## config.mk

```make
export PLATFORM = sky130hd
export DESIGN_NAME = clk_err_pi_top
export DESIGN_NICKNAME = d
export VERILOG_FILES = /design/src/rtl/clk_err_pi_pkg.sv /design/src/rtl/clk_err_rate_table.sv /design/src/rtl/clk_err_phase_det.sv /design/src/rtl/clk_err_pi_core.sv /design/src/rtl/clk_err_pi_top.sv
export SDC_FILE = /design/constraint.sdc
export NUM_CORES = 1
export LEC_CHECK = 0
export BUFFER_PORTS_ARGS = -buffer_cell sky130_fd_sc_hd__clkbuf_2
export CAP_MARGIN = 10
export CORE_ASPECT_RATIO = 2
export CORE_MARGIN = 5
export CORE_UTILIZATION = 27
export DETAILED_ROUTE_END_ITERATION = 8
export PLACE_DENSITY = 0.55
export SLEW_MARGIN = 20
export SYNTH_ARGS = -nofsm -noshare
export SYNTH_HDL_FRONTEND = slang
export SYNTH_SLANG_ARGS = --single-unit
```

## constraint.sdc

```tcl
create_clock -name clk -period 8.8 [get_ports clk]
set_clock_uncertainty 0.1 [all_clocks]
set_input_delay 1.32 -clock clk [delete_from_list [all_inputs] [get_ports clk]]
set_output_delay 1.32 -clock clk [all_outputs]
set_load 0.05 [all_outputs]
```

## src/rtl/clk_err_pi_pkg.sv

```systemverilog
// Package: shared widths and rate constants for the master-clock PI controller.
// Assumes a two-entry rate choice selected by a single bit.
package clk_err_pi_pkg;
    localparam int CNT_W  = 16;  // master-clock counter width
    localparam int WORD_W = 20;  // tuning word width
    localparam int INT_W  = 32;  // error and integral width

    // Rate selection values as seen on rate_sel
    typedef enum logic {
        RATE_44K1 = 1'b0,
        RATE_48K  = 1'b1
    } rate_e;

    // Per-rate constants carried as a pair
    typedef struct packed {
        logic [CNT_W-1:0]  exp_adv;
        logic [WORD_W-1:0] nominal;
    } rate_cfg_t;
endpackage

```

## src/rtl/clk_err_rate_table.sv

```systemverilog
// Module: rate constant lookup.
// Maps the rate selection to the expected modulo count advance per check
// point and the nominal tuning word. Assumes both values fit their widths.
module clk_err_rate_table
    import clk_err_pi_pkg::*;
#(
    parameter int unsigned EXP_44K1 = 29184,
    parameter int unsigned NOM_44K1 = 498283,
    parameter int unsigned EXP_48K  = 49152,
    parameter int unsigned NOM_48K  = 478151
) (
    input  logic      rate_sel,
    output rate_cfg_t cfg
);
    // Pick the constant pair for the selected rate
    always_comb begin
        if (rate_e'(rate_sel) == RATE_48K) begin
            cfg.exp_adv = CNT_W'(EXP_48K);
            cfg.nominal = WORD_W'(NOM_48K);
        end else begin
            cfg.exp_adv = CNT_W'(EXP_44K1);
            cfg.nominal = WORD_W'(NOM_44K1);
        end
    end
endmodule

```

## src/rtl/clk_err_phase_det.sv

```systemverilog
// Module: wrapped count-advance error detector.
// Computes the advance between two counter samples modulo 2^CW, subtracts
// it from the expected advance modulo 2^CW, and sign-extends the result.
// Assumes the true error magnitude stays below 2^(CW-1).
module clk_err_phase_det #(
    parameter int CW = 16,
    parameter int EW = 32
) (
    input  logic [CW-1:0]        cnt_now,
    input  logic [CW-1:0]        cnt_prev,
    input  logic [CW-1:0]        exp_adv,
    output logic signed [EW-1:0] err
);
    localparam int EXT_W = EW - CW;

    logic [CW-1:0] advance;
    logic [CW-1:0] diff;

    // Modulo advance, then error with a fast clock negative
    always_comb begin
        advance = cnt_now - cnt_prev;
        diff    = exp_adv - advance;
        err     = {{EXT_W{diff[CW-1]}}, diff};
    end
endmodule

```

## src/rtl/clk_err_pi_core.sv

```systemverilog
// Module: integral accumulator and clamped tuning word register.
// On upd adds err to the integral and loads the clamped sum of nominal,
// KI*integral and KP*err. On clr zeroes the integral and loads nominal.
// Assumes the integral does not exceed INT_W bits over a run.
module clk_err_pi_core #(
    parameter int IW = 32,
    parameter int TW = 20,
    parameter int KP = 0,
    parameter int KI = 32
) (
    input  logic                 clk,
    input  logic                 rst_n,
    input  logic                 clr,
    input  logic                 upd,
    input  logic signed [IW-1:0] err,
    input  logic [TW-1:0]        nominal,
    output logic [TW-1:0]        word
);
    localparam int AW = IW + 16;
    localparam logic signed [AW-1:0] KI_W  = AW'(KI);
    localparam logic signed [AW-1:0] KP_W  = AW'(KP);
    localparam logic signed [AW-1:0] MAX_W = AW'((64'd1 << TW) - 64'd1);

    logic signed [IW-1:0] integ;
    logic signed [IW-1:0] integ_nx;
    logic signed [AW-1:0] integ_x;
    logic signed [AW-1:0] err_x;
    logic signed [AW-1:0] nom_x;
    logic signed [AW-1:0] sum;
    logic [TW-1:0]        word_nx;

    // Next integral and unclamped word in a wide signed domain
    always_comb begin
        integ_nx = integ + err;
        integ_x  = {{(AW-IW){integ_nx[IW-1]}}, integ_nx};
        err_x    = {{(AW-IW){err[IW-1]}}, err};
        nom_x    = {{(AW-TW){1'b0}}, nominal};
        sum      = nom_x + KI_W * integ_x + KP_W * err_x;
    end

    // Clamp into the unsigned word range
    always_comb begin
        if (sum < 0)
            word_nx = '0;
        else if (sum > MAX_W)
            word_nx = MAX_W[TW-1:0];
        else
            word_nx = sum[TW-1:0];
    end

    // Integral and word registers; clear beats update
    always_ff @(posedge clk) begin
        if (!rst_n) begin
            integ <= '0;
            word  <= nominal;
        end else if (clr) begin
            integ <= '0;
            word  <= nominal;
        end else if (upd) begin
            integ <= integ_nx;
            word  <= word_nx;
        end
    end


    clr_reload_chk: assert property (@(posedge clk) disable iff (!rst_n)
        clr |=> (integ == '0) && (word == $past(nominal)));


    integ_hold_chk: assert property (@(posedge clk) disable iff (!rst_n)
        (!clr && !upd) |=> $stable(integ) && $stable(word));


    integ_step_chk: assert property (@(posedge clk) disable iff (!rst_n)
        (upd && !clr) |=> integ == $past(integ) + $past(err));
endmodule

```

## src/rtl/clk_err_pi_top.sv

```systemverilog
// Module: master-clock frequency error PI controller, top level.
// Tracks the selected rate, arms on the first check point after reset or a
// rate change, and issues a tuning word with a strobe for each later one.
// Assumes cnt_valid is a one-cycle strobe per check point.
module clk_err_pi_top
    import clk_err_pi_pkg::*;
#(
    parameter int KP = 0,
    parameter int KI = 32
) (
    input  logic              clk,
    input  logic              rst_n,
    input  logic              rate_sel,
    input  logic [CNT_W-1:0]  cnt_now,
    input  logic [CNT_W-1:0]  cnt_prev,
    input  logic              cnt_valid,
    output logic [WORD_W-1:0] tune_word,
    output logic              tune_valid
);
    rate_cfg_t                cfg;
    logic                     rate_q;
    logic                     rate_chg;
    logic                     armed;
    logic                     upd;
    logic signed [INT_W-1:0]  err;

    clk_err_rate_table u_table (
        .rate_sel (rate_sel),
        .cfg      (cfg)
    );

    clk_err_phase_det #(.CW(CNT_W), .EW(INT_W)) u_det (
        .cnt_now  (cnt_now),
        .cnt_prev (cnt_prev),
        .exp_adv  (cfg.exp_adv),
        .err      (err)
    );

    // A rate differing from the one last seen is a change
    always_comb begin
        rate_chg = (rate_sel != rate_q);
        upd      = cnt_valid && armed && !rate_chg;
    end

    // Remember the rate; the reset value matches the 44.1 kHz family
    always_ff @(posedge clk) begin
        if (!rst_n) rate_q <= 1'b0;
        else        rate_q <= rate_sel;
    end

    // Arm on the first check point, disarm on a rate change
    always_ff @(posedge clk) begin
        if (!rst_n)         armed <= 1'b0;
        else if (rate_chg)  armed <= 1'b0;
        else if (cnt_valid) armed <= 1'b1;
    end

    // Output strobe follows each accepted check point
    always_ff @(posedge clk) begin
        if (!rst_n) tune_valid <= 1'b0;
        else        tune_valid <= upd;
    end

    clk_err_pi_core #(.IW(INT_W), .TW(WORD_W), .KP(KP), .KI(KI)) u_core (
        .clk     (clk),
        .rst_n   (rst_n),
        .clr     (rate_chg),
        .upd     (upd),
        .err     (err),
        .nominal (cfg.nominal),
        .word    (tune_word)
    );


    strobe_src_chk: assert property (@(posedge clk) disable iff (!rst_n)
        tune_valid |-> $past(cnt_valid) && !$past(rate_chg));


    first_sample_chk: assert property (@(posedge clk) disable iff (!rst_n)
        (cnt_valid && !armed) |=> !tune_valid && $stable(tune_word));


    rate_chg_quiet_chk: assert property (@(posedge clk) disable iff (!rst_n)
        rate_chg |=> !tune_valid);
endmodule

```

# [Word level (Yosys, flattened, before mapping)]
# Cells that the tools add are included.
[classes] n_mul=0 magnitude_cmp=2 n_addsub=4 mux=6 bitwise=1 n_eq_ne=2 shift=0 n_reduce_logical=4 div_mod_pow=0
[ops] operator="$mux W20" count=5
[ops] operator="$gt A48 B21 Y1 const B" count=1
[ops] operator="$lt A48 B1 Y1 const B" count=1
[ops] operator="$add A21 B37 Y38" count=1
[ops] operator="$mux W36" count=1
[ops] operator="$add A32 B16 Y32" count=1
[ops] operator="$sub A16 B16 Y16" count=2
[ops] operator="$ne A3 B1 Y1 const B" count=1
[ops] operator="$logic_and A1 B1 Y1" count=2
[ops] operator="$reduce_or A2 Y1" count=1
[ops] operator="$logic_not A1 Y1" count=1
[ops] operator="$ne A1 B1 Y1" count=1
[ops] operator="$not A1 Y1" count=1
[totals] mem_bits_rw=0 rom_bits=0 input_bits=36 output_inout_bits=21 latch_bits=0 elab_cells=24 register_bits=55 mem_count=0

# [Longest topological paths before layout]
[logic_depth] word_depth=10 ltp_mapped=31

# [Hierarchy]
# A second synthesis with hierarchy kept.
[unflattened] hier_cells=883 area_unflattened_um2=7019.2
[by_module_without_submodules] module="clk_err_pi_core" seq_area_each_um2=1241.2 cells_per_inst=622 area_per_inst_um2=5146.2 instances=1
[by_module_without_submodules] module="clk_err_phase_det" seq_area_each_um2=0.0 cells_per_inst=212 area_per_inst_um2=1491.4 instances=1
[by_module_without_submodules] module="clk_err_rate_table" seq_area_each_um2=0.0 cells_per_inst=38 area_per_inst_um2=274.0 instances=1
[by_module_without_submodules] module="clk_err_pi_top" seq_area_each_um2=60.1 cells_per_inst=11 area_per_inst_um2=107.6 instances=1

# [Worst setup path before layout]
# No wires, ideal clock.
[synth_timing] kind="input -> register" from="input cnt_now[1]" to="register u_core.word[11], data pin" slack_ns=0.851 stages=25 t_arrival_ns=7.578 n_path_buf=3 setup_ns=0.272 cell_sequence="inv_1 -> ha_1 -> ha_1 -> fa_1 -> a21oi_1 -> a2bb2oi_1 -> o21ai_0 -> or4_1 -> a31oi_1 -> o21bai_1 -> xnor2_1 -> ha_1 -> clkbuf_1 -> a21oi_1 -> o21ai_0 -> a21o_1 -> or4_1 -> o211a_1 -> and3b_1 -> buf_2 -> and4_4 -> or4_4 -> a211oi_4 -> buf_6 -> a31oi_1"
[synth_between] elab_chain_cells=10 word_cells_on_any_way=11 cone_classes="add/sub (4); order compare (2); mux (5)"
[synth_rtl] element="start: declaration" line_no="clk_err_pi_top.sv:14" source="input logic [CNT_W-1:0] cnt_now,"
[synth_rtl] element="$sub A16 B16 Y16 *" line_no="clk_err_phase_det.sv:21" source="advance = cnt_now - cnt_prev;"
[synth_rtl] element="$sub A16 B16 Y16 *" line_no="clk_err_phase_det.sv:22" source="diff = exp_adv - advance;"
[synth_rtl] element="$add A32 B16 Y32 *" line_no="clk_err_pi_core.sv:34" source="integ_nx = integ + err;"
[synth_rtl] element="$add A21 B37 Y38 *" line_no="clk_err_pi_core.sv:38" source="sum = nom_x + KI_W * integ_x + KP_W * err_x;"
[synth_rtl] element="$gt A48 B21 Y1" line_no="clk_err_pi_core.sv:45" source="else if (sum > MAX_W)"
[synth_rtl] element="$mux W20" line_no="clk_err_pi_core.sv:45"
[synth_rtl] element="$mux W20 *" line_no="clk_err_pi_core.sv:43" source="if (sum < 0)"
[synth_rtl] element="$mux W20 *" line_no="clk_err_pi_core.sv:59" source="end else if (upd) begin"
[synth_rtl] element="$mux W20 *" line_no="clk_err_pi_core.sv:56" source="end else if (clr) begin"
[synth_rtl] element="$mux W20 *" line_no="clk_err_pi_core.sv:53" source="if (!rst_n) begin"
[synth_rtl] element="end signal: assignment" line_no="clk_err_pi_core.sv:55" source="word <= nominal;"
[synth_rtl] element="end signal: assignment" line_no="clk_err_pi_core.sv:58" source="word <= nominal;"
[synth_rtl] element="end signal: assignment" line_no="clk_err_pi_core.sv:61" source="word <= word_nx;"
[synth_rtl] element="end: declaration" line_no="clk_err_pi_core.sv:17" source="output logic [TW-1:0] word"
# Mark *: on every way between the ends. The rest lies on a longest branch, timed or not. The select of a mux whose other input is x is not followed.
# A chain may end at the register's enable or synchronous reset.

# [Worst setup path after layout]
[layout_timing] from="input cnt_now[1]" to="register u_core.word[9], data pin"
# Same word-level chain as after synthesis.

==> impl_metrics.py <==
metrics = {
    "clocking": {
        "cts_tree": "built",
        "cts.sinks": 54,
        "clkLatencyLatePin_ns": 0.32,
        "cts_resized": 0,
        "cts-root-buf": "clkbuf_16",
        "ctsHoldBuffers": 0,
        "cts-htree-levels": 2,
        "cts_inserted_buffers": 5,
        "post_cts_buffers": 0,
        "cts_buffer_depth": 2,
        "clkTransAtPathRegs_ns": 0.09,
    },
    "timing": {
        "drv_slew": 0,
        "slew_headroom_pct": 39.1,
        "setup-tns-final_ns": 0,
        "rsz0062_at_grt": "false",
        "tightest_slew_ns": 0.901,
        "setup_viol": 0,
        "max_freq_mhz": 122,
        "min_period_ns": 8.21,
        "finalHoldViolCount": 0,
        "timing.final.crit_share_pct": 93.3,
    },
    "setup_path": {
        "cp_num_buf_inv": 3,
        "worstPathCellList": "clkbuf_2 -> inv_1 -> ha_1 -> ha_1 -> fa_1 -> a21oi_1 -> a2bb2oi_1 -> o21ai_0 -> or4_1 -> a31oi_1 -> o21bai_1 -> xnor2_1 -> ha_1 -> a21oi_1 -> o21ai_0 -> a221oi_1 -> a21boi_0 -> xor2_1 -> nor2_1 -> and4_4 -> or4_4 -> a211oi_4 -> buf_4 -> a31oi_1",
        "cpMostUsedCell": "ha_1",
        "critical_path_required_ns": 8.75,
        "crit_arrival_ns": 8.16,
        "max_stage_delay_ns": 0.59,
        "cp-end-kind": "flop",
        "path_max_fanout": 18,
        "crit_slowest_cell": "xnor2_1",
        "startpoint_type": "input port",
        "cp_top_family": "compound AO/OA/AOI/OAI gates",
        "crit_type": "in -> reg",
    },
    "global_routing": {
        "grt_antenna_before_repair": 0,
        "globalRouteTotalUtil_pct": 15.1,
        "grt_max_degree": 33,
        "grt_first_pass_wirelength_um": 29700,
        "grt_pass1_vias": 5858,
        "gr-total-overflow": 0,
    },
    "drt": {
        "first_pass_iters": 5,
        "met3WireLength_um": 380,
        "postRouteAntennaNets": 0,
        "drt-met1-wl_um": 6090,
        "wl_um": 18600,
        "top_layer": "met4",
        "vias_per_cell": 5.46,
        "wl_per_cell_um": 18.0,
        "initialDrtViolationCount": 294,
        "remaining_drc_errors": 0,
        "dr_wl_met2_um": 10900,
        "vias": 5667,
    },
    "layout": {
        "multi_input_area_um2": 4250,
        "antenna_cells": 0,
        "final_util_pct": 30.7,
        "drive_gt1_share_pct": 13.6,
        "final_nets": 869,
        "seq_area_um2": 1270,
        "nFillCells": 2400,
        "fin_area_um2": 6590,
        "areaGrowthSynthToFinish_pct": 12.8,
    },
    "synthesis": {
        "synthSimpleGateAreaFrac_pct": 20.1,
        "synth.distinct_cells": 83,
        "synth_compound_area_share_pct": 29.6,
        "synth_most_common_cell": "ha_1",
        "synth_top_area_share_pct": 13.9,
        "syn_inst": 713,
        "synthXorXnorAreaFrac_pct": 7.19,
        "yosys-top-cells-count": "ha_1, nand2_1, nor2_1",
        "synth_area_leader_cell": "ha_1",
        "synth_nets": 819,
        "synth_fa_ha_area_share_pct": 15.6,
        "synthArstFlopShare_pct": 0,
        "syn_area_um2": 5840,
        "yosys-mux-area-fraction_pct": 0.171,
        "synth_top_family_by_area": "compound AO/OA/AOI/OAI gates",
        "synth.area.top_cells": "ha_1, dfxtp_1, edfxtp_1, xnor2_1, a21oi_1",
        "ys.flop_type": "dfxtp_1",
        "yosysWarnings": 0,
        "syn_avg_cell_area_um2": 8.20,
        "synth_enable_flop_cells": 19,
        "ys_seq_elements": 54,
        "ys_seq_area_share_pct": 21.8,
    },
    "placement": {
        "place_area_um2": 6440,
        "place.port_buffers": 56,
        "place_congestion": 0.912,
        "post-dp-hpwl_um": 15400,
    },
    "floorplan": {
        "design.core.area_um2": 21500,
        "die_h_um": 218,
        "die-area_um2": 24900,
        "initial_core_util_pct": 27.2,
        "fp.dieW_um": 114,
        "rows": 76,
        "ioPinCount": 57,
    },
    "pwr": {
        "p_sw_share_pct": 50.0,
        "p_leak_uw": 0.00277,
        "seqPwrFrac_pct": 20.4,
        "p_int_uw": 706,
        "switchingPower_uw": 706,
        "combPwrFrac_pct": 63.7,
        "clkPwrFrac_pct": 15.9,
        "ir_worst_vdd_mv": 0.0824,
        "power_density_nw_per_um2": 214,
    },
    "flow_run": {
        "maxCapViolations": 0,
    },
    "status": {
        "outcome": "finished, final reports clean",
    },
    "min_path": {
        "hold_path.class": "reg -> reg",
    },
}
-- metal layers --
metal / GRT usage (%) / vias up
met2: 30.4 / 123
met5: 0 / -
li1: - / 2776
met1: 13.5 / 2712
met4: 11.1 / 0
met3: 1.00 / 56
-- tightest hold or removal path: stages, from the launching register on --
cell,delay (ns)
dfxtp_1,0.34
nand2_1,0.05
o21ai_0,0.05
-- area by class of cell --
type / count / share of cell area (%)
clock buffers: 5 / 1.90
inverters: 45 / 2.56
well taps: 273 / 5.18
multi-input cells: 584 / 64.5
repair buffers: 73 / 6.19
flip-flops and latches: 54 / 19.3
clock inverters: 3 / 0.399
-- through the flow --
step                      hold slack, ns  total power, µW  instances  setup slack [ns]
after floorplan                    0.332              958        713             0.851
after global placement             0.345             1190       1029             0.248
after detailed placement           0.355             1190       1029             0.248
after CTS                          0.374             1420       1037             0.575
after global routing               0.399             1500       1037            0.0329
final                              0.367             1410       1037             0.587
-- worst paths after layout --
path	start	end	slack, ns	depth (start not counted)
min reg2reg	u_core.integ[26]	u_core.integ[26]	0.37	2
max	cnt_now[1]	u_core.word[9]	0.59	24
min	u_core.integ[26]	u_core.integ[26]	0.37	2
max reg2reg	u_core.integ[0]	u_core.word[9]	3.29	21
-- placed cells by master (no fill, tap or decap), types with 3 or more instances in the layout --
cell	instances
a211o_1	6
a211oi_1	9
a21boi_0	3
a21o_1	19
a21oi_1	45
a21oi_2	4
a22o_1	23
a31oi_1	18
a41oi_1	3
and2_1	10
and4_1	4
buf_4	17
clkbuf_16	5
clkbuf_2	56
dfxtp_1	35
edfxtp_1	19
fa_1	5
ha_1	65
inv_1	44
nand2_1	58
nand2b_1	5
nand3_1	13
nand4_1	14
nor2_1	53
nor2b_1	11
nor3_1	20
nor4_1	9
o211ai_1	9
o21a_1	4
o21ai_0	42
o21bai_1	10
o31a_1	4
o31ai_1	4
or3_1	7
or4_1	5
xnor2_1	37
xor2_1	11
-- cells by family after synthesis --
logic type | count (synthesis)
AO/OA/AOI/OAI | 239
AND/OR/NAND/NOR | 226
buffers and inverters | 75
adder cells (fa/ha/maj) | 70
flip-flops | 54
XOR/XNOR | 48
multiplexers | 1
-- registers in the layout, indices dropped and copies added, names as in the netlist --
signal        flops
u_core.word      19
rate_q            1
u_core.integ     32
armed             1
tune_valid        1
-- power by group through the flow --
| stage | Clock (µW) | Sequential (µW) | Combinational [µW] |
|---|---|---|---|
| global route | 235 | 290 | 978 |
| global placement | 0 | 295 | 894 |
| CTS | 227 | 289 | 901 |
| detailed placement | 0 | 295 | 897 |
| floorplan | 0 | 344 | 614 |
| finish | 224 | 288 | 899 |
Note: power is estimated with default switching activity, not from simulation.
